## src/rtl/gdp_pkg.sv

```systemverilog
`timescale 1ns/1ps
package gdp_pkg;
  // Status carried with every slot through the pipe
  typedef struct packed {
    logic first;  // opening dimension of a component
    logic last;   // closing K/W slot
  } gdp_tag_t;

  // Register stages in the arithmetic core (before latency padding)
  localparam int GDP_CORE_STAGES = 7;
endpackage

```

## src/rtl/gdp_term_path.sv

```systemverilog
`timescale 1ns/1ps
// Stages 1..4: input capture, difference, square, precision scale.
module gdp_term_path
  import gdp_pkg::*;
#(
  parameter int DW    = 16,
  parameter int ACC_W = 32,
  parameter int FRAC  = 16
) (
  input  logic             clk,
  input  logic             rst,
  input  logic             in_valid,
  input  gdp_tag_t         in_tag,
  input  logic [DW-1:0]    in_feat,
  input  logic [DW-1:0]    in_mean,
  input  logic [DW-1:0]    in_prec,
  output logic             t_valid,
  output gdp_tag_t         t_tag,
  output logic [ACC_W-1:0] t_term,
  output logic [DW-1:0]    t_k,
  output logic [DW-1:0]    t_w
);
  localparam int DIFF_W = DW + 1;
  localparam int SQ_W   = 2 * DIFF_W;
  localparam int PROD_W = SQ_W + DW;

  // stage 1
  logic                     v1;
  gdp_tag_t                 g1;
  logic signed [DW-1:0]     x1, m1;
  logic [DW-1:0]            p1;
  // stage 2
  logic                     v2;
  gdp_tag_t                 g2;
  logic signed [DIFF_W-1:0] diff2;
  logic [DW-1:0]            k2, p2;
  // stage 3
  logic                     v3;
  gdp_tag_t                 g3;
  logic [SQ_W-1:0]          sq3;
  logic [DW-1:0]            k3, p3;
  // stage 4
  logic                     v4;
  gdp_tag_t                 g4;
  logic [ACC_W-1:0]         term4;
  logic [DW-1:0]            k4, w4;

  logic signed [SQ_W-1:0]   dx;
  logic [PROD_W-1:0]        prod;
  logic [PROD_W-1:0]        shf;
  logic [ACC_W-1:0]         term_c;

  // Valid chain: a valid bit only moves when something is in flight
  always_ff @(posedge clk) begin
    if (rst) begin
      v1 <= 1'b0;
      v2 <= 1'b0;
      v3 <= 1'b0;
      v4 <= 1'b0;
    end else begin
      if (in_valid | v1) v1 <= in_valid;
      if (v1 | v2)       v2 <= v1;
      if (v2 | v3)       v3 <= v2;
      if (v3 | v4)       v4 <= v3;
    end
  end

  // Data registers load only behind a valid predecessor (local stall)
  always_ff @(posedge clk) begin
    if (in_valid) begin
      g1 <= in_tag;
      x1 <= $signed(in_feat);
      m1 <= $signed(in_mean);
      p1 <= in_prec;
    end
    if (v1) begin
      g2    <= g1;
      diff2 <= DIFF_W'(x1) - DIFF_W'(m1);
      k2    <= m1;
      p2    <= p1;
    end
    if (v2) begin
      g3  <= g2;
      sq3 <= $unsigned(dx * dx);
      k3  <= k2;
      p3  <= p2;
    end
    if (v3) begin
      g4    <= g3;
      term4 <= term_c;
      k4    <= k3;
      w4    <= p3;
    end
  end

  always_comb begin
    dx   = SQ_W'(diff2);
    prod = PROD_W'(sq3) * PROD_W'(p3);
    shf  = prod >> FRAC;
  end

  generate
    if (PROD_W > ACC_W) begin : g_clamp
      always_comb term_c = (|shf[PROD_W-1:ACC_W]) ? {ACC_W{1'b1}} : shf[ACC_W-1:0];
    end else begin : g_fit
      always_comb term_c = ACC_W'(shf);
    end
  endgenerate

  assign t_valid = v4;
  assign t_tag   = g4;
  assign t_term  = term4;
  assign t_k     = k4;
  assign t_w     = w4;
endmodule

```

## src/rtl/gdp_accum.sv

```systemverilog
`timescale 1ns/1ps
// Stages 5..7: shared-adder accumulation, K subtraction, weight add.
module gdp_accum
  import gdp_pkg::*;
#(
  parameter int DW    = 16,
  parameter int ACC_W = 32
) (
  input  logic             clk,
  input  logic             rst,
  input  logic             t_valid,
  input  gdp_tag_t         t_tag,
  input  logic [ACC_W-1:0] t_term,
  input  logic [DW-1:0]    t_k,
  input  logic [DW-1:0]    t_w,
  output logic             s_valid,
  output logic [ACC_W-1:0] s_score
);
  localparam int SUM_W = ACC_W + 2;
  localparam logic signed [SUM_W-1:0] U_CEIL = {2'b00, {ACC_W{1'b1}}};
  localparam logic signed [SUM_W-1:0] S_TOP  = {{(SUM_W-ACC_W+1){1'b0}}, {(ACC_W-1){1'b1}}};
  localparam logic signed [SUM_W-1:0] S_BOT  = {{(SUM_W-ACC_W+1){1'b1}}, {(ACC_W-1){1'b0}}};
  localparam logic [ACC_W-1:0] A_CEIL = {ACC_W{1'b1}};
  localparam logic [ACC_W-1:0] A_TOP  = {1'b0, {(ACC_W-1){1'b1}}};
  localparam logic [ACC_W-1:0] A_BOT  = {1'b1, {(ACC_W-1){1'b0}}};

  // stage 5
  logic                    v5, l5;
  logic [ACC_W-1:0]        acc;
  logic signed [DW-1:0]    k5, w5;
  // stage 6
  logic                    v6;
  logic signed [SUM_W-1:0] kd6;
  logic signed [DW-1:0]    w6;
  // stage 7
  logic                    v7;
  logic [ACC_W-1:0]        score7;

  logic                    kw_pend;
  logic signed [SUM_W-1:0] acc_x, op_a, op_b, sum, tot;
  logic [ACC_W-1:0]        acc_next, score_c;

  assign kw_pend = v5 & l5;

  // One adder serves restart, accumulation and the K subtraction; the
  // status bits and the pending closing slot pick its operands.
  always_comb begin
    acc_x = $signed({2'b00, acc});
    if (kw_pend) begin
      op_a = SUM_W'(k5);
      op_b = -acc_x;
    end else begin
      op_a = t_tag.first ? '0 : acc_x;
      op_b = $signed({2'b00, t_term});
    end
    sum      = op_a + op_b;
    acc_next = (sum > U_CEIL) ? A_CEIL : sum[ACC_W-1:0];

    tot = kd6 + SUM_W'(w6);
    if (tot > S_TOP)      score_c = A_TOP;
    else if (tot < S_BOT) score_c = A_BOT;
    else                  score_c = tot[ACC_W-1:0];
  end

  always_ff @(posedge clk) begin
    if (rst) begin
      v5  <= 1'b0;
      l5  <= 1'b0;
      v6  <= 1'b0;
      v7  <= 1'b0;
      acc <= '0;
    end else begin
      if (t_valid | v5) v5 <= t_valid;
      if (t_valid) l5 <= t_tag.last;
      if (t_valid && !t_tag.last) acc <= acc_next;
      if (kw_pend | v6) v6 <= kw_pend;
      if (v6 | v7) v7 <= v6;
    end
  end

  always_ff @(posedge clk) begin
    if (t_valid && t_tag.last) begin
      k5 <= $signed(t_k);
      w5 <= $signed(t_w);
    end
    if (kw_pend) begin
      kd6 <= sum;
      w6  <= w5;
    end
    if (v6) score7 <= score_c;
  end

  assign s_valid = v7;
  assign s_score = score7;
endmodule

```

## src/rtl/gdp_delay_line.sv

```systemverilog
`timescale 1ns/1ps
// Latency padding: DEPTH valid-gated register stages, reset to zero.
module gdp_delay_line #(
  parameter int DEPTH = 3,
  parameter int W     = 32
) (
  input  logic         clk,
  input  logic         rst,
  input  logic         in_v,
  input  logic [W-1:0] in_d,
  output logic         out_v,
  output logic [W-1:0] out_d
);
  logic [DEPTH-1:0] v;
  logic [W-1:0]     d [DEPTH];

  generate
    for (genvar i = 0; i < DEPTH; i++) begin : g_stage
      logic         pv;
      logic [W-1:0] pd;
      if (i == 0) begin : g_head
        assign pv = in_v;
        assign pd = in_d;
      end else begin : g_link
        assign pv = v[i-1];
        assign pd = d[i-1];
      end
      always_ff @(posedge clk) begin
        if (rst) begin
          v[i] <= 1'b0;
          d[i] <= '0;
        end else begin
          if (pv | v[i]) v[i] <= pv;
          if (pv) d[i] <= pd;
        end
      end
    end
  endgenerate

  assign out_v = v[DEPTH-1];
  assign out_d = d[DEPTH-1];
endmodule

```

## src/rtl/gauss_dist_pipe.sv

```systemverilog
`timescale 1ns/1ps
module gauss_dist_pipe
  import gdp_pkg::*;
#(
  parameter int DW    = 16,
  parameter int ACC_W = 32,
  parameter int FRAC  = 16,
  parameter int LAT   = 10   // total register stages, at least 8
) (
  input  logic             clk,
  input  logic             rst,
  input  logic             in_valid,
  input  logic             in_first,
  input  logic             in_last,
  input  logic [DW-1:0]    in_feat,
  input  logic [DW-1:0]    in_mean,
  input  logic [DW-1:0]    in_prec,
  output logic             out_valid,
  output logic [ACC_W-1:0] out_score
);
  localparam int PAD = LAT - GDP_CORE_STAGES;

  gdp_tag_t         in_tag, t_tag;
  logic             t_valid, s_valid;
  logic [ACC_W-1:0] t_term, s_score;
  logic [DW-1:0]    t_k, t_w;

  assign in_tag.first = in_first;
  assign in_tag.last  = in_last;

  gdp_term_path #(.DW(DW), .ACC_W(ACC_W), .FRAC(FRAC)) u_term (
    .clk     (clk),
    .rst     (rst),
    .in_valid(in_valid),
    .in_tag  (in_tag),
    .in_feat (in_feat),
    .in_mean (in_mean),
    .in_prec (in_prec),
    .t_valid (t_valid),
    .t_tag   (t_tag),
    .t_term  (t_term),
    .t_k     (t_k),
    .t_w     (t_w)
  );

  gdp_accum #(.DW(DW), .ACC_W(ACC_W)) u_acc (
    .clk    (clk),
    .rst    (rst),
    .t_valid(t_valid),
    .t_tag  (t_tag),
    .t_term (t_term),
    .t_k    (t_k),
    .t_w    (t_w),
    .s_valid(s_valid),
    .s_score(s_score)
  );

  gdp_delay_line #(.DEPTH(PAD), .W(ACC_W)) u_pad (
    .clk  (clk),
    .rst  (rst),
    .in_v (s_valid),
    .in_d (s_score),
    .out_v(out_valid),
    .out_d(out_score)
  );
endmodule

```

## config.mk

```make
export PLATFORM = sky130hd
export DESIGN_NAME = gauss_dist_pipe
export DESIGN_NICKNAME = d
export VERILOG_FILES = /design/src/rtl/gdp_pkg.sv /design/src/rtl/gdp_term_path.sv /design/src/rtl/gdp_accum.sv /design/src/rtl/gdp_delay_line.sv /design/src/rtl/gauss_dist_pipe.sv
export SDC_FILE = /design/constraint.sdc
export NUM_CORES = 2
export LEC_CHECK = 0
export BUFFER_PORTS_ARGS = -buffer_cell sky130_fd_sc_hd__buf_2
export CAP_MARGIN = 10
export CORE_ASPECT_RATIO = 0.9
export CORE_MARGIN = 2
export CORE_UTILIZATION = 65
export DETAILED_ROUTE_END_ITERATION = 6
export PLACE_DENSITY_LB_ADDON = 0.1
export SLEW_MARGIN = 20
export SYNTH_ARGS = -nofsm -noshare
export SYNTH_HDL_FRONTEND = slang
export SYNTH_SLANG_ARGS = --single-unit
```

## constraint.sdc

```tcl
create_clock -name clk -period 13.3 [get_ports clk]
set_input_delay 2.66 -clock clk [delete_from_list [all_inputs] [get_ports clk]]
set_output_delay 2.66 -clock clk [all_outputs]
set_load 0.01 [all_outputs]
```

### After elaboration in Yosys (flattened, before gate mapping)

Memories as Yosys holds them, arrays and structs flattened.
Index checks and enable logic that the tools add are counted.

* $add $sub $neg: 4
* div/mod/pow operators: 0
* equality and inequality tests: 0
* multipliers: 2
* multiplexer cells: 19
* bitwise logic cells: 14
* order comparisons: 3
* shift-type cells: 0
* reduce and logical (&&, ||, !) cells: 4

Operators with widths (count)
* 32-bit 2-to-1 mux: 6
* 34-bit 2-to-1 mux: 2
* 34-bit by 16-bit multiplier with 50-bit output: 1
* 34-bit by 16-bit adder with 34-bit output: 1
* 34-bit adder: 1
* 34-bit by 32-bit > comparator with 1-bit output (second input constant): 1
* 34-bit by 33-bit > comparator with 1-bit output (second input constant): 1
* 34-bit by 32-bit < comparator with 1-bit output (second input constant): 1
* 17-bit by 17-bit multiplier with 34-bit output: 1
* 32-bit negator with 34-bit output: 1
* 16-bit by 16-bit subtractor with 17-bit output: 1
* 1-bit OR: 13
* 1-bit 2-to-1 mux: 11
* 1-bit logical AND: 2
* 2-bit OR reduction: 1
* 1-bit AND: 1
* 1-bit logical NOT: 1

* flip-flop bits (word level): 392
* bits in read-only memories: 0
* RAM bits: 96
* word-level logic and storage cells: 84
* latch bits: 0
* memories kept: 1
* output and inout bits: 33

Memories
* u_pad.d: depth 3, width 32, rd ports 3, clocked after memory_dff 0, write ports 3, line gdp_delay_line.sv:15 `logic [W-1:0] d [DEPTH];`

### Logic depth before layout (Yosys ltp)

* depth after elaboration: 5
* depth in mapped cells: 27
* mapped depth without buffers: 24

### Cells and area by module

From an unflattened synthesis, not the netlist that was laid out.

* cell total of the unflattened synthesis: 4511
* area, all modules: 47634.4 sq um

Modules (own cells, without submodules)
* gdp_term_path: area each 33872.5 sq um, times used 1, cells an instance 3255
* gdp_accum: area each 9784.4 sq um, times used 1, cells an instance 1035
* gdp_delay_line: area each 3977.6 sq um, times used 1, cells an instance 221

### Worst setup path before layout

No wires, ideal clock.

* path kind: flip-flop to flip-flop
* start: register u_term.p3[1]
* end: register u_term.term4[12] (netlist: u_term.t_term[12]) (data pin)
* period minus slack after synthesis: 6.843 ns
* data required time: 13.042 ns
* setup slack: 6.457 ns
* stages on the path, launching flop included: 27
* path buffers: 3
* setup time: 0.258 ns
* data arrival time: 6.584 ns
* cell sequence: edfxtp_1 > clkbuf_1 > nand2_1 > fa_1 > inv_1 > fa_1 > inv_1 > fa_1 > inv_1 > fa_1 > fa_1 > inv_1 > fa_1 > inv_1 > ha_1 > a21oi_1 > o21ai_0 > a221oi_1 > o221ai_1 > a31oi_1 > o211ai_1 > o2111a_1 > a311oi_1 > mux2i_1 > clkbuf_1 > buf_2 > nand2_1

* longest elaborated chain between the ends: 2

Ends and longest elaborated chain
* start, declared: line gdp_term_path.sv:41 `logic [DW-1:0] k3, p3;`
* start signal, assigned: line gdp_term_path.sv:86 `p3 <= p2;`
* 34-bit by 16-bit multiplier with 50-bit output (*): line gdp_term_path.sv:98 `prod = PROD_W'(sq3) * PROD_W'(p3);`
* 2-bit OR reduction: line gdp_term_path.sv:104 `always_comb term_c = (|shf[PROD_W-1:ACC_W]) ? {ACC_W{1'b1}} : shf[ACC_W-1:0];`
* end signal, assigned: line gdp_term_path.sv:90 `term4 <= term_c;`
* end, declared: line gdp_term_path.sv:45 `logic [ACC_W-1:0] term4;`

Every way passes the cells marked *; elsewhere a longest branch is shown, timed or not.
A chain may end at the register's enable or synchronous reset.

### Final worst setup path

* start: register u_term.sq3[31]
* end: register u_term.term4[11] (netlist: u_term.t_term[11]) (data pin)

* longest elaborated chain between the ends: 2

Ends and longest elaborated chain
* start, declared: line gdp_term_path.sv:40 `logic [SQ_W-1:0] sq3;`
* start signal, assigned: line gdp_term_path.sv:84 `sq3 <= $unsigned(dx * dx);`
* 34-bit by 16-bit multiplier with 50-bit output: line gdp_term_path.sv:98
* 2-bit OR reduction: line gdp_term_path.sv:104

Every way passes these cells.

==> impl_metrics.tcl <==
set metrics [dict create \
    status "finished, final reports clean" \
    port_buffers 85 \
    cts_hold_buf 0 \
    timing_worst_setup_path_type "reg -> reg" \
    cts_tree "yes" \
    async_flop_share 0 \
    hold_viol 0 \
    drt_wl_total_um 101700 \
    drive_above_1_share 0.05248 \
    seq_area_um2 14200 \
    yosysWarnings 0 \
    io-pin-count 86 \
    dr_wl_met2_um 48450 \
    avgSynthCellArea_um2 10.50 \
    nFillCells 5329 \
    setup_viol 0 \
    clock_path_buffers 3 \
    synth-edff-count 444 \
    insertion_delay_ns 0.61 \
    drt_first_pass_iters 6 \
    cts_buffers 50 \
    fin_crit_ns 7.720 \
    fin_setup_tns_ns 0 \
    slew_viol_final 0 \
    fp.dieW_um 286.9 \
    multiInputGateArea_um2 28870 \
    clock_sinks 487 \
    grt_pass1_wl_um 168600 \
    slew_headroom 0.3479 \
    layout_common_cells "inv_1, fa_1, nand2_1" \
    ys.flop_type "edfxtp_1" \
    holdWs_ns 0.4015 \
    rows 93 \
    critPathLaunchType "flip-flop" \
    crit_path_end_kind "flip-flop" \
    grt_usage 0.2877 \
    clock-root-buffer "clkbuf_16" \
    fin_skew_ns 0.02278 \
    synth_cell_types 73 \
    syn_inst 4460 \
    critPathRequiredTime_ns 13.66 \
    antenna_found_initial 0 \
    final_common_cell "inv_1" \
    syn-cell-area_um2 46820 \
    wl_met1_um 44090 \
    ys_ff_latch 487 \
    grt_pass1_vias 32054 \
    place.gp.congestion 0.8799 \
    num_vias 30355 \
    max_freq_mhz 129.5 \
    ant_nets 0 \
    synth-seq-area-share 0.3032 \
    vias_per_cell 5.553 \
    core_area_um2 71450 \
    met3WireLength_um 6634 \
    cts_setup_buffers 0 \
    finalCritPeriodShare 0.5804 \
    wl_per_cell_um 18.61 \
    tightest_slew_ns 0.9737 \
    floorplan.die_area_um2 74190 \
    die_h_um 258.6 \
    start_util 0.6553 \
    grt_max_degree 77 \
    area_growth_pct 6.508 \
    finish.net_count 5529 \
    post-dp-hpwl_um 77040 \
    drc_errors 0 \
    worst_hold_path_type "reg -> reg" \
    drt_iter0_markers 2156 \
    maxUsedRoutingLayer "met4" \
    antenna_cells 0 \
    rsz0062_at_grt "false" \
    grt-ovfl-total 0 \
    path_clk_slew_ns 0.08 \
    crit_fanout 16 \
    maxCapViolCount 0 \
    cts.repair.resized 0 \
    worstPathArrival_ns 8.08 \
    htree_levels 2 \
]
## synth_stat cells, types with 6 or more instances
cell        n  share of area
inv_1     850          0.068
fa_1      711           0.30
nand2_1   579          0.046
edfxtp_1  444           0.28
and2_1    370          0.049
ha_1      291          0.078
clkbuf_1  148          0.012
nor2_1    138          0.011
a21oi_1   136          0.015
xnor2_1    96          0.018
o21ai_0    94          0.010
xor2_1     69          0.013
a21o_1     58         0.0093
dfxtp_1    43          0.018
o21ai_1    40         0.0043
a211oi_1   37         0.0059
nor2b_1    34         0.0045
nor3_1     31         0.0033
nand3_1    27         0.0029
nand2b_1   19         0.0025
nand4_1    19         0.0025
o21a_1     19         0.0030
nand3b_1   13         0.0021
o21bai_1   13         0.0021
and3_1     12         0.0016
buf_2      12         0.0013
o31ai_1    12         0.0019
or3_1      11         0.0015
a311oi_1   10         0.0019
a31oi_1    10         0.0013
or2_2       9         0.0012
a211o_1     8         0.0015
nor4_1      8         0.0011
o211ai_1    8         0.0013
and4_1      7         0.0013
a221oi_1    6         0.0011
## worst max-delay path, cell delays in order, from the launching register on
cell,delay (ns)
edfxtp_1,0.81
nand2_1,0.17
fa_1,0.57
inv_1,0.05
fa_1,0.52
inv_1,0.05
fa_1,0.51
inv_1,0.06
fa_1,0.51
fa_1,0.50
inv_1,0.05
fa_1,0.53
inv_1,0.06
ha_1,0.34
and4_1,0.22
a221oi_1,0.33
o221ai_1,0.15
a31oi_1,0.43
o211ai_1,0.15
o2111a_1,0.20
a311oi_1,0.50
mux2_2,0.45
or2_2,0.30
## cell type report
class                           instances  share of cell area
Tap cell                              950             0.02384
Multi-Input combinational cell       2966              0.5790
Clock inverter                         31            0.008381
Clock buffer                           63             0.02647
Timing Repair Buffer                  118             0.01355
Sequential cell                       487              0.2847
Inverter                              851             0.06406
## worst paths after layout
| path | end | slack (ns) | startpoint | cells past startpoint |
|---|---|---|---|---|
| max | u_term.t_term[11] | 5.58 | u_term.sq3[31] | 22 |
| min | u_acc.k5[11] | 0.40 | u_term.t_k[11] | 0 |
| min reg2reg | u_acc.k5[11] | 0.40 | u_term.t_k[11] | 0 |
| max reg2reg | u_term.t_term[11] | 5.58 | u_term.sq3[31] | 22 |
## flip-flops by register name, indices dropped and copies added, names as in the netlist, 17 cells and up
name           count
u_term.diff2      17
u_term.sq3        33
u_acc.acc         32
u_pad.d           96
u_term.t_term     32
u_acc.s_score     32
u_acc.kd6         34
## metal layers
layer,global-route usage,vias to the layer above
met4,0.07234,0
li1,-,14088
met1,0.4100,15130
met5,0,-
met3,0.03838,171
met2,0.4735,966
## cell families (layout without fill, tap and decap cells)
kind of cell             after synthesis  count (layout)  synth area share
AO/OA/AOI/OAI                        496             496           0.06727
multiplexers                           4               4         0.0009354
adder cells (fa/ha/maj)             1002            1002            0.3818
XOR/XNOR                             166             166           0.03122
flip-flops                           487             487            0.3032
buffers and inverters               1012            1063           0.08146
AND/OR/NAND/NOR                     1291            1291            0.1340
other                                  2               7         0.0001604
## per-stage QoR
| stage | area, um^2 | setup slack, ns | std cells | utilization |
|---|---|---|---|---|
| final | 49860 | 5.580 | 5466 | 0.6979 |
| after global placement | 48110 | 5.803 | 5372 | 0.6734 |
| after floorplan | 46830 | 6.457 | 4465 | - |
| after CTS | 49860 | 5.642 | 5466 | 0.6978 |
| after global routing | 49860 | 5.248 | 5466 | 0.6979 |
| after detailed placement | 48120 | 5.677 | 5372 | 0.6735 |
Power is not shown: default switching activity piles up to over one toggle a cycle in this logic, so the estimate is an artifact.
